<file path="src/rtl/rcc_pkg.sv">
`timescale 1ns/1ps
// Shared types for the retirement controller.
// Assumes: nothing beyond IEEE 1800-2017.
package rcc_pkg;
    typedef enum logic {
        RCC_RUN  = 1'b0,
        RCC_PEND = 1'b1
    } rcc_state_t;
endpackage

</file>
<file path="src/rtl/rcc_scan.sv">
`timescale 1ns/1ps
// Head-window scanner: walks the oldest COMMIT_W entries in order and decides
// removals, retirements, a release, or a fault trap for this cycle.
// Assumes: slot 0 is the oldest entry; en low forces all decisions to zero.
module rcc_scan #(
    parameter int COMMIT_W = 4,
    parameter int SEQ_W    = 16,
    localparam int CW      = $clog2(COMMIT_W + 1)
) (
    input  logic                      en,
    input  logic                      st_pend,
    input  logic [COMMIT_W-1:0]       vld,
    input  logic [COMMIT_W-1:0]       rdy,
    input  logic [COMMIT_W-1:0]       exe,
    input  logic [COMMIT_W-1:0]       sqd,
    input  logic [COMMIT_W-1:0]       flt,
    input  logic [COMMIT_W-1:0]       ser,
    input  logic [COMMIT_W*SEQ_W-1:0] seq,
    output logic [CW-1:0]             pop,
    output logic [CW-1:0]             used,
    output logic [SEQ_W-1:0]          last_seq,
    output logic                      rel,
    output logic                      take_flt,
    output logic [SEQ_W-1:0]          stop_seq
);
    logic [SEQ_W-1:0] slot_seq [COMMIT_W];

    // Split the flat sequence bus into one number per slot.
    for (genvar g = 0; g < COMMIT_W; g++) begin : g_slot
        assign slot_seq[g] = seq[g*SEQ_W +: SEQ_W];
    end

    // In-order walk of the window; the first blocking entry ends the scan.
    always_comb begin
        logic stop;
        stop     = !en;
        pop      = '0;
        used     = '0;
        last_seq = '0;
        rel      = 1'b0;
        take_flt = 1'b0;
        stop_seq = '0;
        for (int i = 0; i < COMMIT_W; i++) begin
            if (!stop) begin
                if (!vld[i]) begin
                    stop = 1'b1;
                end else if (sqd[i]) begin
                    pop = pop + 1'b1;
                end else if (used == CW'(COMMIT_W)) begin
                    stop = 1'b1;
                end else if (!rdy[i]) begin
                    stop = 1'b1;
                end else if (!exe[i]) begin
                    stop     = 1'b1;
                    stop_seq = slot_seq[i];
                    rel      = ser[i] && (used == '0) && !st_pend;
                end else if (flt[i]) begin
                    stop     = 1'b1;
                    stop_seq = slot_seq[i];
                    take_flt = (used == '0) && !st_pend;
                end else begin
                    used     = used + 1'b1;
                    pop      = pop + 1'b1;
                    last_seq = slot_seq[i];
                end
            end
        end
    end
endmodule

</file>
<file path="src/rtl/rcc_pc.sv">
`timescale 1ns/1ps
// Architectural PC pair: advances by the fixed 4-byte instruction size per
// retired entry.
// Assumes: cnt never exceeds the retirement width.
module rcc_pc #(
    parameter int          PC_W     = 32,
    parameter int          CW       = 3,
    parameter logic [31:0] RESET_PC = 32'h0000_1000
) (
    input  logic            clk,
    input  logic            rst_n,
    input  logic [CW-1:0]   cnt,
    output logic [PC_W-1:0] pc,
    output logic [PC_W-1:0] npc
);
    logic [PC_W-1:0] step;
    logic [PC_W-1:0] npc_next;

    // Byte distance covered by this cycle's retirements.
    assign step     = PC_W'(cnt) << 2;
    assign npc_next = npc + step;

    // PC register update on any retirement.
    always_ff @(posedge clk) begin
        if (!rst_n) begin
            pc  <= PC_W'(RESET_PC);
            npc <= PC_W'(RESET_PC) + PC_W'(4);
        end else if (cnt != '0) begin
            pc  <= npc_next - PC_W'(4);
            npc <= npc_next;
        end
    end
endmodule

</file>
<file path="src/rtl/rcc_trap.sv">
`timescale 1ns/1ps
// Trap sequencer: holds the controller in a pending state for a programmed
// delay, then issues one flush pulse and resumes.
// Assumes: take is only raised while run is high.
module rcc_trap #(
    parameter int DLY_W = 4,
    parameter int SEQ_W = 16
) (
    input  logic             clk,
    input  logic             rst_n,
    input  logic             take,
    input  logic [DLY_W-1:0] dly,
    input  logic [SEQ_W-1:0] seq_in,
    output logic             run,
    output logic             sq_vld,
    output logic [SEQ_W-1:0] sq_seq
);
    import rcc_pkg::*;

    rcc_state_t       st_q;
    logic [DLY_W-1:0] cnt_q;
    logic [SEQ_W-1:0] seq_q;

    // State, delay countdown and captured flush boundary.
    always_ff @(posedge clk) begin
        if (!rst_n) begin
            st_q  <= RCC_RUN;
            cnt_q <= '0;
            seq_q <= '0;
        end else if (st_q == RCC_RUN) begin
            if (take) begin
                st_q  <= RCC_PEND;
                cnt_q <= dly;
                seq_q <= seq_in;
            end
        end else if (cnt_q == '0) begin
            st_q <= RCC_RUN;
        end else begin
            cnt_q <= cnt_q - 1'b1;
        end
    end

    assign run    = (st_q == RCC_RUN);
    assign sq_vld = (st_q == RCC_PEND) && (cnt_q == '0);
    assign sq_seq = seq_q;
endmodule

</file>
<file path="src/rtl/rob_commit_ctrl.sv">
`timescale 1ns/1ps
// In-order retirement controller for the head of a reorder buffer.
// Combines the window scanner, the trap sequencer and the PC pair; takes
// interrupts only when the buffer and the store buffer are empty.
// Assumes: window inputs describe the buffer state before this edge's pop.
module rob_commit_ctrl #(
    parameter int          COMMIT_W = 4,
    parameter int          SEQ_W    = 16,
    parameter int          PC_W     = 32,
    parameter int          DLY_W    = 4,
    parameter logic [31:0] RESET_PC = 32'h0000_1000
) (
    input  logic                             clk,
    input  logic                             rst_n,
    input  logic [COMMIT_W-1:0]              hd_vld,
    input  logic [COMMIT_W-1:0]              hd_rdy,
    input  logic [COMMIT_W-1:0]              hd_exe,
    input  logic [COMMIT_W-1:0]              hd_sqd,
    input  logic [COMMIT_W-1:0]              hd_flt,
    input  logic [COMMIT_W-1:0]              hd_ser,
    input  logic [COMMIT_W*SEQ_W-1:0]        hd_seq,
    input  logic                             st_pend,
    input  logic                             irq_req,
    input  logic [DLY_W-1:0]                 trap_dly,
    output logic [$clog2(COMMIT_W+1)-1:0]    pop_cnt,
    output logic [$clog2(COMMIT_W+1)-1:0]    cmt_cnt,
    output logic                             done_vld,
    output logic [SEQ_W-1:0]                 done_seq,
    output logic                             rel_vld,
    output logic [SEQ_W-1:0]                 rel_seq,
    output logic                             trap_fault,
    output logic                             irq_ack,
    output logic                             sq_vld,
    output logic [SEQ_W-1:0]                 sq_seq,
    output logic [PC_W-1:0]                  arch_pc,
    output logic [PC_W-1:0]                  arch_npc
);
    localparam int CW = $clog2(COMMIT_W + 1);

    logic             run;
    logic             take_flt;
    logic [SEQ_W-1:0] stop_seq;
    logic [SEQ_W-1:0] trap_seq;
    logic [CW-1:0]    used;

    // Interrupt acceptance: empty buffer, drained stores, nothing pending.
    assign irq_ack = run && irq_req && !hd_vld[0] && !st_pend;

    rcc_scan #(.COMMIT_W(COMMIT_W), .SEQ_W(SEQ_W)) scan_i (
        .en       (run),
        .st_pend  (st_pend),
        .vld      (hd_vld),
        .rdy      (hd_rdy),
        .exe      (hd_exe),
        .sqd      (hd_sqd),
        .flt      (hd_flt),
        .ser      (hd_ser),
        .seq      (hd_seq),
        .pop      (pop_cnt),
        .used     (used),
        .last_seq (done_seq),
        .rel      (rel_vld),
        .take_flt (take_flt),
        .stop_seq (stop_seq)
    );

    // Flush boundary: one below the faulting entry, or zero for an interrupt.
    assign trap_seq   = take_flt ? stop_seq - 1'b1 : '0;
    assign trap_fault = take_flt;
    assign rel_seq    = stop_seq;
    assign cmt_cnt    = used;
    assign done_vld   = (used != '0);

    rcc_trap #(.DLY_W(DLY_W), .SEQ_W(SEQ_W)) trap_i (
        .clk    (clk),
        .rst_n  (rst_n),
        .take   (take_flt || irq_ack),
        .dly    (trap_dly),
        .seq_in (trap_seq),
        .run    (run),
        .sq_vld (sq_vld),
        .sq_seq (sq_seq)
    );

    rcc_pc #(.PC_W(PC_W), .CW(CW), .RESET_PC(RESET_PC)) pc_i (
        .clk   (clk),
        .rst_n (rst_n),
        .cnt   (used),
        .pc    (arch_pc),
        .npc   (arch_npc)
    );
endmodule

</file>
<file path="config.mk">
export PLATFORM = sky130hd
export DESIGN_NAME = rob_commit_ctrl
export DESIGN_NICKNAME = d
export VERILOG_FILES = /design/src/rtl/rcc_pkg.sv /design/src/rtl/rcc_scan.sv /design/src/rtl/rcc_pc.sv /design/src/rtl/rcc_trap.sv /design/src/rtl/rob_commit_ctrl.sv
export SDC_FILE = /design/constraint.sdc
export NUM_CORES = 1
export LEC_CHECK = 0
export BUFFER_PORTS_ARGS = -buffer_cell sky130_fd_sc_hd__buf_2
export CAP_MARGIN = 10
export CORE_MARGIN = 3
export CORE_UTILIZATION = 25
export CTS_CLUSTER_SIZE = 8
export DETAILED_ROUTE_END_ITERATION = 6
export PLACE_DENSITY = 0.53
export SYNTH_ARGS = -nofsm -noshare
export SYNTH_HDL_FRONTEND = slang
export SYNTH_HIERARCHICAL = 1
export SYNTH_SLANG_ARGS = --single-unit
</file>
<file path="constraint.sdc">
create_clock -name clk -period 15.9 [get_ports clk]
set_clock_uncertainty 0.1 [all_clocks]
set_input_delay 1.59 -clock clk [delete_from_list [all_inputs] [get_ports clk]]
set_output_delay 1.59 -clock clk [all_outputs]
set_load 0.05 [all_outputs]
</file>
### Word-level counts from Yosys, hierarchy flattened

Cells that the tools add are included.
Widths: inputs -> output; s select.

| operators by class | value |
|---|---|
| reductions and logical operators | 25 |
| multiplexer cells | 182 |
| bitwise operators | 1 |
| add/subtract/negate cells | 10 |
| equal/unequal tests | 4 |

Operator list:

| kind | count |
|---|---|
| $mux 16 | 55 |
| $mux 3 | 50 |
| $mux 1 | 74 |
| $add 32x5->32 | 1 |
| $sub 32x3->32 const B | 1 |
| $add 3x1->3 const B | 6 |
| $sub 16x1->16 const B | 1 |
| $logic_and 1x1->1 | 14 |
| $mux 4 | 3 |
| $eq 3x3->1 const B | 3 |
| $logic_not 3->1 | 3 |
| $logic_not 4->1 | 1 |
| $reduce_and 2->1 | 2 |
| $sub 4x1->4 const B | 1 |
| $reduce_bool 3->1 | 1 |
| $logic_not 1->1 | 2 |
| $ne 2x2->1 const B | 1 |
| $reduce_bool 2->1 | 1 |
| $logic_or 1x1->1 | 1 |
| $not 1->1 | 1 |

| storage, ports and cells | value |
|---|---|
| bits of input ports | 96 |
| output and inout port bits | 123 |
| register bits | 85 |
| word-level logic and storage cells | 227 |

### Longest topological paths before layout

| depth | value |
|---|---|
| depth in word-level cells | 34 |
| mapped depth | 30 |

### Modules after synthesis

Netlist, hierarchy kept.

By module, submodules not included:

| module | cells each | instances | area each (um^2) | sequential area each (um^2) |
|---|---|---|---|---|
| rcc_pc | 501 | 1 | 3967.6 | 1201.2 |
| rcc_scan | 224 | 1 | 1660.3 | 0.0 |
| rcc_trap | 107 | 1 | 904.6 | 420.4 |
| rob_commit_ctrl | 68 | 1 | 415.4 | 0.0 |

### Least setup slack after synthesis

Ideal clock, no wire load.

| timing | value |
|---|---|
| kind | input-to-reg |
| start | input hd_exe[0] |
| end | register pc_i.pc[28] |
| required time | 15.735 ns |
| setup slack | 8.111 ns |
| stages | 27 |
| path buffers | 4 |
| data arrival time | 7.624 ns |
| library setup time | 0.065 ns |
| cell sequence | nor2b_1 clkbuf_1 clkbuf_1 and2_1 ha_1 nand3_1 a21oi_1 ha_1 nand3_1 o21ai_0 inv_1 ha_1 nand2_1 o211ai_1 buf_6 buf_6 xor2_1 ha_1 fa_1 inv_1 ha_1 nand2_1 nor3_1 nand2_1 nor4_1 mux2_2 nor2_1 |

| between the ends | value |
|---|---|
| cells in the longest elaborated chain, start to end | 31 |
| elaborated cells on any way between the ends | 48 |
| those cells by class | add/sub (5); eq/ne (3); mux (39); reduce/logical (1) |

RTL lines:

| what | RTL line | RTL |
|---|---|---|
| from (decl) | rob_commit_ctrl.sv:17 | `input logic [COMMIT_W-1:0] hd_exe,` |
| $mux 3 | rcc_scan.sv:53 | `end else if (!exe[i]) begin` |
| $mux 3 | rcc_scan.sv:51 | `end else if (!rdy[i]) begin` |
| $mux 3 | rcc_scan.sv:47 | `end else if (sqd[i]) begin` |
| $mux 3 | rcc_scan.sv:45 | `if (!vld[i]) begin` |
| $mux 3 | rcc_scan.sv:44 | `if (!stop) begin` |
| $add 3x1->3 | rcc_scan.sv:62 | `used = used + 1'b1;` |
| $mux 3 | rcc_scan.sv:57 | `end else if (flt[i]) begin` |
| $mux 3 | rcc_scan.sv:53 |  |
| (+17 left out) | - |  |
| $mux 3 | rcc_scan.sv:49 | `end else if (used == CW'(COMMIT_W)) begin` |
| $mux 3 | rcc_scan.sv:47 |  |
| $mux 3 | rcc_scan.sv:45 |  |
| $mux 3 * | rcc_scan.sv:44 |  |
| named net cmt_cnt[0] | rob_commit_ctrl.sv:26 | `output logic [$clog2(COMMIT_W+1)-1:0] cmt_cnt,` |
| $add 32x5->32 * | rcc_pc.sv:21 | `assign npc_next = npc + step;` |
| named net pc_i.npc_next[3] | rcc_pc.sv:17 | `logic [PC_W-1:0] npc_next;` |
| $sub 32x3->32 * | rcc_pc.sv:29 | `pc <= npc_next - PC_W'(4);` |
| to (signal assigned) | rcc_pc.sv:26 | `pc <= PC_W'(RESET_PC);` |
| to (signal assigned) | rcc_pc.sv:29 |  |
| to (decl) | rcc_pc.sv:13 | `output logic [PC_W-1:0] pc,` |

The timed path passes the listed nets; every way through them passes the cells marked *.
A chain may end at the register's enable or synchronous reset.

### Final worst setup path

| timing | value |
|---|---|
| start | input hd_sqd[0] |
| end | register pc_i.pc[29] |

| between the ends | value |
|---|---|
| cells in the longest elaborated chain, start to end | 29 |
| elaborated cells on any way between the ends | 44 |
| those cells by class | add/sub (5); eq/ne (3); mux (35); reduce/logical (1) |

RTL lines:

| what | RTL line | RTL |
|---|---|---|
| from (decl) | rob_commit_ctrl.sv:18 | `input logic [COMMIT_W-1:0] hd_sqd,` |
| $mux 3 | rcc_scan.sv:47 |  |
| $mux 3 | rcc_scan.sv:45 |  |
| $mux 3 | rcc_scan.sv:44 |  |
| $add 3x1->3 | rcc_scan.sv:62 |  |
| $mux 3 | rcc_scan.sv:57 |  |
| $mux 3 | rcc_scan.sv:53 |  |
| $mux 3 | rcc_scan.sv:51 |  |
| $mux 3 | rcc_scan.sv:49 |  |
| (+13 left out) | - |  |
| $mux 3 | rcc_scan.sv:53 |  |
| $mux 3 | rcc_scan.sv:51 |  |
| $mux 3 | rcc_scan.sv:49 |  |
| $mux 3 | rcc_scan.sv:47 |  |
| $mux 3 | rcc_scan.sv:45 |  |
| $mux 3 * | rcc_scan.sv:44 |  |
| $add 32x5->32 | rcc_pc.sv:21 |  |
| $sub 32x3->32 | rcc_pc.sv:29 |  |

Mark *: on every way between the ends. The rest lies on a longest branch, timed or not.

==> reports/results.tsv <==
metric	value	unit
yosysWarnings	6	
synth_edf_count	0	
yosys-top-cells-area	dfxtp_1 (23%), mux2i_1 (6.8%), nand2_1 (5.7%), xnor2_1 (4.9%), nor2_1 (3.7%)	
clk_latency	0.35	ns
htree_levels	3	
slowest_stage	a211oi_2	
grt_pass1_vias	7030	
rsz0062_at_grt	no	
drv_cap	0	
final_nets	1185	
drtIter0Drc	656	
wirelength	25600	µm
ioPinCount	219	
crit_path_max_incr_delay	0.68	ns
tightest_slew	1.20	ns
die_h	173	µm
cts_tree	yes	
wl_per_cell	17.6	µm
cts_buffer_depth	2	
cp_max_fo	22	
crit_required	16.08	ns
grt_pass1_wl	40000	µm
drv_slew	0	
tns	0	ns
cts_resized	0	
die_w	173	µm
place_congestion	0.920	
track_usage	16.4	%
synthTopCellsByCount	nand2_1 (106), dfxtp_1 (81), nor2_1 (69)	
setup_viol	0	
n_antenna_cell	0	
yosysMostFrequentCell	nand2_1	
ys_types	92	
dp_hpwl	19500	µm
status	complete, no violations	
post_cts_buffers	0	
synth-async-reset-ratio	0	%
yosysSeqAreaShare	23.3	%
p_total	513	µW
netlist_area	6950	µm²
vdd_drop_max	0.0378	mV
worst_slack	8.44	ns
synth-seq-cells	81	
power_leakage	3.93	nW
dr_total_vias	7467	
finalCritPeriodShare	46.9	%
overflow	0	
path_cells	buf_2 -> and4b_1 -> buf_4 -> and2_1 -> ha_1 -> nand3_1 -> a21oi_1 -> ha_1 -> nand3_1 -> o21ai_0 -> inv_1 -> ha_1 -> nand2_1 -> o211ai_1 -> mux2_1 -> ha_1 -> nand3_2 -> a211oi_2 -> o2111ai_1 -> a32oi_4 -> o211ai_4 -> or4_4 -> a21o_1 -> a31oi_1	
place_ws	8.14	ns
critPathKind	input port to flip-flop	
final_area	8570	µm²
crit_arrival	7.64	ns
relSlewSlack	19.8	%
fmax	0.134	GHz
start_util	25.6	%
pwr_density_cell	59.9	nW/µm²
ctsHoldBuffers	0	
ant_nets	0	
die-area	29800	µm²
cp_common_cell	ha_1	
syn_area_per_cell	7.72	µm²
cts_made_buffers	9	
grt_max_degree	55	
path_clk_slew	0.07	ns
num_rows	60	
clock-sinks	81	
worst_setup_path_end_kind	flip-flop	
numPortBuffers	214	
area_growth_syn_to_layout	23.4	%
firstDrtPassIters	7	
fin_crit	7.46	ns
synth_ff_type	dfxtp_1	
syn_inst	900	
synth.top_cell.area_share	23.3	%
worstSetupStartpointType	input port	
drive_gt1_share	27.9	%
antenna_found_initial	0	
core	27100	µm²
hold_slack	0.351	ns
synth_area_leader_cell	dfxtp_1	
min_path_type	flip-flop to flip-flop	
hold_viol_final	0	
via_per_inst	5.15	
route.detailed.drc	0	
cts_root_buffer	clkbuf_16	
place_area	8270	µm²
-- sequential cells by signal, summed over array words and instances (netlist names) --
signal	count
pc_i/npc	30
pc_i/pc	30
trap_i/sq_seq	16
trap_i/st_q	1
trap_i/cnt_q	4
-- placed cells by master (no fill, tap or decap), types with 6 or more instances in the layout --
master	instances
a222oi_1	16
xor2_1	27
nand2b_1	9
buf_2	214
nand2_1	106
ha_1	14
nor2_1	69
xnor2_1	39
a21boi_0	9
mux2_2	18
o31ai_1	7
o21ai_0	40
nand3_1	36
or4_1	6
clkbuf_16	9
nor3_1	12
nand4b_1	6
and3_1	23
a21oi_1	43
nand4_1	19
a211oi_1	11
buf_4	14
nor4_1	17
dfxtp_1	81
mux2i_1	47
or3_1	13
inv_1	43
a31oi_1	6
-- worst max-delay path: cells and delay by family --
| family | cells | cell delay (ns) |
|---|---|---|
| buffers and inverters | 3 | 0.41 |
| adders and majority gates | 4 | 1.07 |
| muxes | 1 | 0.48 |
| and+or+nand+nor | 7 | 1.40 |
| AOI/OAI and AO/OA | 9 | 2.68 |
-- metrics by stage --
step | util [%] | instances
floorplan | - | 903
global placement | 30.5 | 1435
detailed placement | 30.5 | 1435
CTS | 31.6 | 1451
global route | 31.6 | 1451
finish | 31.6 | 1451
-- metal layers --
| metal | share of wire (%) | vias up | GRT usage, % |
|---|---|---|---|
| li1 | - | 3600 | - |
| met1 | 43 | 3527 | 21.0 |
| met2 | 47 | 303 | 27.1 |
| met3 | 6.9 | 37 | 3.91 |
| met4 | 2.8 | 0 | 5.54 |
| met5 | 0 | - | 0 |
-- power by group --
part / internal (mW) / total (mW) / switching [mW]
registers: 0.205 / 0.207 / 0.00206
clock network: 0.123 / 0.220 / 0.0966
logic: 0.0298 / 0.0862 / 0.0564
total: 0.358 / 0.513 / 0.155
-- final cells by class --
class	instances	area, µm²
Timing Repair Buffer	228	1180
Clock buffer	9	225
Fill cell	2973	18500
Multi-Input combinational cell	709	4830
Clock inverter	7	78.8
Inverter	45	169
Tap cell	372	465
Sequential cell	81	1620
-- kinds of logic after synthesis --
family | Yosys count | share of synthesized area, %
AO/OA/AOI/OAI | 187 | 19.7
XOR/XNOR | 66 | 8.32
adder cells (fa/ha/maj) | 15 | 2.81
buffers and inverters | 113 | 7.33
flip-flops | 81 | 23.3
multiplexers | 66 | 9.85
other | 1 | 0.0540
AND/OR/NAND/NOR | 371 | 28.6
-- final timing paths --
kind	startpoint	endpoint	slack, ns	cells past startpoint
worst max register to register	trap_i/st_q$_SDFF_PN0_	pc_i/pc[29]$_SDFFE_PN0P_	8.94	24
worst min register to register	trap_i/sq_seq[10]$_SDFFE_PN0P_	trap_i/sq_seq[10]$_SDFFE_PN0P_	0.35	2
worst max-delay path	hd_sqd[0]	pc_i/pc[29]$_SDFFE_PN0P_	8.44	24
worst min-delay path	trap_i/sq_seq[10]$_SDFFE_PN0P_	trap_i/sq_seq[10]$_SDFFE_PN0P_	0.35	2
(Power assumes the default switching activity.)
